--- src/rtl/rxt_pkg.sv ---
package rxt_pkg;
  typedef enum logic {
    EN_LEVEL   = 1'b0,
    EN_TRIGGER = 1'b1
  } en_mode_e;

  function automatic int first_gap(input int clks_per_bit, input int detect_lag);
    return clks_per_bit + clks_per_bit / 2 - detect_lag;
  endfunction

  function automatic int max2(input int a, input int b);
    return (a > b) ? a : b;
  endfunction
endpackage

--- src/rtl/rxt_cycle_counter.sv ---
module rxt_cycle_counter #(
  parameter int WIDTH = 4
) (
  input  logic             clk,
  input  logic             rst,
  input  logic             clear,
  output logic [WIDTH-1:0] count
);
  always_ff @(posedge clk) begin
    if (rst || clear) count <= '0;
    else              count <= count + WIDTH'(1);
  end
endmodule

--- src/rtl/rxt_bit_counter.sv ---
module rxt_bit_counter #(
  parameter int FRAME_BITS = 9,
  localparam int BIT_W = $clog2(FRAME_BITS + 1)
) (
  input  logic clk,
  input  logic rst,
  input  logic clear,
  input  logic step,
  output logic none_yet,
  output logic on_last
);
  logic [BIT_W-1:0] taken;

  always_ff @(posedge clk) begin
    if (rst || clear) taken <= '0;
    else if (step)    taken <= taken + BIT_W'(1);
  end

  assign none_yet = (taken == '0);
  assign on_last  = (taken == BIT_W'(FRAME_BITS - 1));
endmodule

--- src/rtl/rxt_run_ctrl.sv ---
module rxt_run_ctrl
  import rxt_pkg::*;
#(
  parameter en_mode_e EN_MODE = EN_LEVEL
) (
  input  logic clk,
  input  logic rst,
  input  logic enable,
  input  logic final_hit,
  output logic active
);
  logic finished;

  // A completed frame stays closed until the enable is seen low.
  always_ff @(posedge clk) begin
    if (rst)            finished <= 1'b0;
    else if (final_hit) finished <= 1'b1;
    else if (!enable)   finished <= 1'b0;
  end

  if (EN_MODE == EN_TRIGGER) begin : g_trigger
    logic busy;
    always_ff @(posedge clk) begin
      if (rst) busy <= 1'b0;
      else     busy <= active && !final_hit;
    end
    assign active = (enable || busy) && !finished;
  end else begin : g_level
    assign active = enable && !finished;
  end
endmodule

--- src/rtl/uart_rx_bit_timer.sv ---
module uart_rx_bit_timer
  import rxt_pkg::*;
#(
  parameter int       CLKS_PER_BIT = 10,
  parameter int       FRAME_BITS   = 9,
  parameter int       DETECT_LAG   = 2,
  parameter en_mode_e EN_MODE      = EN_LEVEL
) (
  input  logic clk,
  input  logic rst,
  input  logic timer_en,
  output logic shift_strobe,
  output logic frame_done
);
  localparam int FIRST_GAP = first_gap(CLKS_PER_BIT, DETECT_LAG);
  localparam int GAP_MAX   = max2(FIRST_GAP, CLKS_PER_BIT);
  localparam int CNT_W     = $clog2(GAP_MAX + 1);

  logic             active;
  logic             first_pending;
  logic             last_bit;
  logic             hit;
  logic             final_hit;
  logic [CNT_W-1:0] cyc;
  logic             final_q;

  assign hit = active &&
               (cyc == (first_pending ? CNT_W'(FIRST_GAP - 1) : CNT_W'(CLKS_PER_BIT - 1)));
  assign final_hit = hit && last_bit;

  rxt_run_ctrl #(.EN_MODE(EN_MODE)) i_run (
    .clk       (clk),
    .rst       (rst),
    .enable    (timer_en),
    .final_hit (final_hit),
    .active    (active)
  );

  rxt_cycle_counter #(.WIDTH(CNT_W)) i_cyc (
    .clk   (clk),
    .rst   (rst),
    .clear (!active || hit),
    .count (cyc)
  );

  rxt_bit_counter #(.FRAME_BITS(FRAME_BITS)) i_bits (
    .clk      (clk),
    .rst      (rst),
    .clear    (!active),
    .step     (hit),
    .none_yet (first_pending),
    .on_last  (last_bit)
  );

  always_ff @(posedge clk) begin
    if (rst) begin
      shift_strobe <= 1'b0;
      final_q      <= 1'b0;
      frame_done   <= 1'b0;
    end else begin
      shift_strobe <= hit;
      final_q      <= final_hit;
      frame_done   <= final_q;
    end
  end
endmodule

--- config.mk ---
export PLATFORM = sky130hd
export DESIGN_NAME = uart_rx_bit_timer
export DESIGN_NICKNAME = d
export VERILOG_FILES = /design/src/rtl/rxt_pkg.sv /design/src/rtl/rxt_cycle_counter.sv /design/src/rtl/rxt_bit_counter.sv /design/src/rtl/rxt_run_ctrl.sv /design/src/rtl/uart_rx_bit_timer.sv
export SDC_FILE = /design/constraint.sdc
export NUM_CORES = 1
export LEC_CHECK = 0
export BUFFER_PORTS_ARGS = -buffer_cell sky130_fd_sc_hd__buf_4
export CELL_PAD_IN_SITES_DETAIL_PLACEMENT = 0
export CELL_PAD_IN_SITES_GLOBAL_PLACEMENT = 1
export CORE_AREA = 2 2 39 41
export DETAILED_ROUTE_END_ITERATION = 10
export DIE_AREA = 0 0 41 43
export GPL_TIMING_DRIVEN = 0
export PLACE_DENSITY_LB_ADDON = 0.12
export SLEW_MARGIN = 10
export SYNTH_ARGS = -nofsm -noshare
export SYNTH_HDL_FRONTEND = slang
export SYNTH_SLANG_ARGS = --single-unit
--- constraint.sdc ---
create_clock -name clk -period 2.62 [get_ports clk]
set_clock_uncertainty 0.1 [all_clocks]
set_input_delay 0 -clock clk [delete_from_list [all_inputs] [get_ports clk]]
set_output_delay 0 -clock clk [all_outputs]
set_load 0.02 [all_outputs]
## Word-level counts from Yosys, hierarchy flattened

Cells that the tools add are included.

- Flip-flop bits (word level): 12
- Bits in latches: 0
- Memory bits (writable): 0
- ROM bits: 0
- Bits of input ports: 3
- Output and inout port bits: 2
- Word-level logic and storage cells: 23
- Memories kept: 0

- Add/subtract/negate cells: 2
- Multipliers: 0
- Divide/modulo/power cells: 0
- $lt $le $gt $ge: 0
- Eq/ne operators: 3
- Shift operators: 0
- Multiplexer cells: 3
- Bitwise logic cells: 0
- Reduce and logical (&&, ||, !) cells: 9

Operators by type and width:

| operator | count |
|---|---|
| adder 4 x 1 -> 4 bit (second input constant) | 2 |
| equality test 4 bit | 1 |
| equality test 4 bit (second input constant) | 1 |
| logical NOT 4 bit | 1 |
| logical AND 1 bit | 3 |
| logical OR 1 bit | 3 |
| 2-to-1 mux 3 bit | 1 |
| logical NOT 1 bit | 2 |
| 2-to-1 mux 1 bit | 2 |
| != test 2 x 1 -> 1 bit (second input constant) | 1 |

## Depth between registers and ports, before layout

- Depth in word-level cells: 6
- Gate-level depth with buffers: 6
- Mapped depth without buffers: 6

## Cells and area by module

Synthesis repeated with hierarchy kept, for this count alone.

- Cell total of the unflattened synthesis: 53
- Area total of the unflattened synthesis: 538.0 um^2

Modules (own cells, without submodules):

| module | instances | cells each | area each (um^2) | seq. area each (um^2) |
|---|---|---|---|---|
| rxt_bit_counter | 1 | 21 | 212.7 | 80.1 |
| rxt_cycle_counter | 1 | 13 | 151.4 | 80.1 |
| uart_rx_bit_timer | 1 | 15 | 136.4 | 60.1 |
| rxt_run_ctrl | 1 | 4 | 37.5 | 20.0 |

## Worst setup path after synthesis

Ideal clock, no wire load.

- Path kind: register to register
- Start: register i_bits.taken[0]
- End: register i_bits.taken[2]
- Library setup time: 0.070 ns
- Arrival time: 1.571 ns
- Data required time: 2.450 ns
- Slack: 0.880 ns
- Cell stages (with the launch flop): 7
- Buffers on the path: 0
- Period minus slack after synthesis: 1.740 ns
- Cells stage by stage: dfxtp_1 > inv_1 > ha_1 > or3b_4 > mux2i_4 > or3_1 > a21oi_1

- Longest elaborated chain between the ends: 4
- Elaborated cells on any way between the ends: 5
- Those cells by class: add/sub (1); eq/ne (1); mux (1); reduce/logical (2)

Ends and longest elaborated chain:

| what | RTL line | source |
|---|---|---|
| start, declared | rxt_bit_counter.sv:12 | `logic [BIT_W-1:0] taken;` |
| start signal, assigned | rxt_bit_counter.sv:16 | `else if (step) taken <= taken + BIT_W'(1);` |
| logical NOT 4 bit | rxt_bit_counter.sv:19 | `assign none_yet = (taken == '0);` |
| 2-to-1 mux 3 bit | uart_rx_bit_timer.sv:28 | `(cyc == (first_pending ? CNT_W'(FIRST_GAP - 1) : CNT_W'(CLKS_PER_BIT - 1)));` |
| equality test 4 bit | uart_rx_bit_timer.sv:28 |  |
| logical AND 1 bit | uart_rx_bit_timer.sv:27 | `assign hit = active &&` |

Several ways; a longest one is shown, not always the timed one.
A chain may end at the register's enable or synchronous reset.

## Worst setup path after layout

Ends and elaborated chain as after synthesis.

==> flow_summary.yaml <==
run_status:
  status: "finished clean"
detailed_routing:
  vias: 406
  wire_per_inst_um: 11.8
  antenna_left: 0
  wirelength_um: 921
  drtIter0Drc: 5
  post_drt_via_cell_ratio: 5.21
  route.detailed.drc: 0
  dr.pass1.iters: 4
logic_synthesis:
  synth_compound_area_share_pct: 8.99
  synth.area.mux_share_pct: 5.99
  syn_area_per_cell_um2: 10.4
  syn-num-nets: 58
  synth_xor_area_share_pct: 4.84
  ys_seq_area_share_pct: 44.2
  synth.distinct_cells: 26
  synthCells: 52
  async_reset_ff_share_pct: 0
  syn_area_um2: 543
  synthSimpleGateAreaFrac_pct: 26.0
  synth_warnings: 0
  synthFlopType: "dfxtp_1"
  yosys_register_bits: 12
  synth-edff-count: 0
  synth_top_family_by_area: "simple AND/OR/NAND/NOR gates"
  synth_fa_ha_area_share_pct: 6.91
die:
  core_area_mm2: 0.00138
  die_area_mm2: 0.00176
  die-height_um: 43
  die_w_um: 41
  ios: 5
  rows: 14
  start_util_pct: 39.2
critical_path:
  crit_type: "reg2reg"
  r2r_slack_ns: 0.78
  required_ns: 2.74
  max_stage_delay_ns: 0.42
  crit_path_start_kind: "register"
  regToRegStartpoint: "i_bits.taken[0]"
  cp.arrival_ns: 1.96
  cp-endpoint: "i_bits.taken[2]"
  reg2regPathDepth: 6
  crit_path_top_delay_cell: "or3b_4"
  regToRegEndpoint: "i_bits.taken[2]"
  path_cells: "inv_1, ha_1, or3b_4, mux2i_4, or3_1, a21oi_1"
  end_kind: "register"
  cp_max_fo: 7
  crit_start: "i_bits.taken[0]"
global_route:
  grt-ovfl-total: 0
  grt_use_total_pct: 14.6
  grt_first_pass_wirelength_um: 1660
  grt_max_degree: 9
  antenna_found_initial: 0
  grt_pass1_vias: 405
layout:
  seq_area_um2: 240
  layout-drive-gt1-share_pct: 29.0
  syn_to_final_growth_pct: 19.6
  multi_input_area_um2: 287
  final_nets: 69
  fill_cells: 125
  diodes: 0
clock_network:
  hold_buffers: 2
  cts.sinks: 12
  clkTransAtPathRegs_ns: 0.07
  clockBufferDepth: 2
  numCtsBuffers: 3
  clk-insertion-delay-late_ns: 0.28
  cts_setup_buffers: 0
  clockRootBuffer: "clkbuf_4"
  cts_tree: "done"
  cts_htree_levels: 1
  ctsResizeCount: 0
power_and_ir_drop:
  netSwitchingPower_mw: 0.0696
  power_density_mw_per_mm2: 531
  combPwrFrac_pct: 3.5
  p_sw_share_pct: 20.2
  p_clk_share_pct: 42.5
  vdd_drop_max_uv: 255
  power_frac_seq_pct: 54.0
  internal_power_mw: 0.275
  p_leak_nw: 0.250
  power_mw: 0.345
timing:
  finalHoldViolations: 0
  rsz0062_at_grt: "false"
  clock.fmax_mhz: 543
  worstMarginPinSlew_ns: 0.283
  period_needed_ns: 1.84
  slew_headroom_pct: 80.7
  fin_ws_ns: 0.777
  setup_viol: 0
  tns_ns: 0
  fin_crit_sh_pct: 70.3
  slew_violations: 0
placed_design:
  io_buffers: 4
  preCtsSetupSlack_ns: 0.773
  gp_congestion: 0.638
  dp_hpwl_um: 693
worst_hold_path:
  hp-class: "in2reg"
flow_run:
  drv_cap: 0
sequential cells by signal, summed over array words and instances (netlist names):
| signal | cells |
|---|---|
| final_q | 1 |
| frame_done | 1 |
| i_bits.taken | 4 |
| i_cyc.count | 4 |
| i_run.finished | 1 |
| shift_strobe | 1 |
cells in the mapped netlist (2+ instances only):
master	n	share of area, %
and3_2	2	2.8
and4bb_2	2	4.6
ha_1	3	6.9
a21oi_1	3	2.8
dfxtp_1	12	44
inv_1	3	2.1
xnor2_1	2	3.2
nor3b_1	2	2.8
nor2_1	6	4.1
worst min-delay path by stage:
| stage | startpoint | to | slack (ns) | depth (start not counted) |
|---|---|---|---|---|
| global placement | rst | frame_done | 0.08 | 2 |
| finish | timer_en | i_cyc.count[0] | 0.03 | 4 |
| detailed placement | rst | frame_done | 0.09 | 2 |
| CTS | timer_en | i_cyc.count[0] | 0.01 | 4 |
| floorplan | rst | frame_done | -0.03 | 1 |
| global route | timer_en | i_cyc.count[0] | 0.06 | 4 |
power groups by stage:
| stage | combinational (mW) | clock (mW) | sequential (mW) |
|---|---|---|---|
| after floorplan | 0.00694 | 0 | 0.190 |
| after global placement | 0.0108 | 0 | 0.190 |
| after detailed placement | 0.0110 | 0 | 0.191 |
| after CTS | 0.0123 | 0.155 | 0.186 |
| after global routing | 0.0137 | 0.162 | 0.187 |
| final | 0.0122 | 0.147 | 0.186 |
per-layer routing:
metal / GRT usage, % / up-vias / wire length (um) / share of wire, %
li1: - / 203 / - / -
met1: 15.5 / 187 / 392 / 43
met2: 21.9 / 11 / 452 / 49
met3: 6.28 / 5 / 40 / 4.3
met4: 10.0 / 0 / 35 / 3.8
met5: 0 / - / 0 / 0
through the flow:
stage          instance area (um^2)  hold slack [ns]  std cells  util [%]
5_1_grt                         649           0.0585         78      46.9
3_5_place_dp                    593           0.0934         72      42.9
2_1_floorplan                   543          -0.0284         52         -
6_report                        649           0.0262         78      46.9
3_3_place_gp                    593           0.0803         72      42.9
4_1_cts                         649           0.0136         78      46.9
cells in the final DEF, fill, tap and decap left out:
cell           synthesis  final
inv_1                  3      3
or3b_2                 1      1
or3_1                  1      1
buf_4                  0      4
nor2_1                 6      6
and4bb_2               2      2
a21oi_1                3      3
ha_1                   3      3
a31oi_1                1      1
nand3_1                1      1
nor3b_1                2      2
mux2i_4                1      1
and2b_2                1      1
or3b_4                 1      1
o21ai_0                1      1
and3_2                 2      2
clkbuf_4               0      3
nor2b_1                1      1
a2111oi_2              1      1
o31ai_1                1      1
nand3b_1               1      1
nand4_1                1      1
clkbuf_8               0      1
nand2_1                1      1
mux2i_1                1      1
xor2_1                 1      1
dfxtp_1               12     12
xnor2_1                2      2
dlygate4sd3_1          0      2
buf_2                  1      1
worst max-delay path, delay by kind of cell, from the launching register on:
| family | cells | cell delay, ns |
|---|---|---|
| and+or+nand+nor | 2 | 0.73 |
| muxes | 1 | 0.24 |
| DFF | 1 | 0.33 |
| AOI/OAI and AO/OA | 1 | 0.13 |
| buffers and inverters | 1 | 0.09 |
| adders and majority gates | 1 | 0.16 |
final cells by class:
| cell class | count | share of cell area (%) |
|---|---|---|
| tap | 16 | 3.08 |
| clock buffer | 4 | 5.59 |
| sequential | 12 | 37.0 |
| inverter | 3 | 1.73 |
| multi-input combinational | 36 | 44.1 |
| timing repair buffer | 6 | 7.71 |
| buffer | 1 | 0.771 |
cells by family after synthesis:
kind of cell,count (synthesis)
simple gates,21
compound gates,7
mux,2
xor+xnor,3
fa+ha+maj,3
flops,12
buf+inv,4
(Power assumes the default switching activity.)
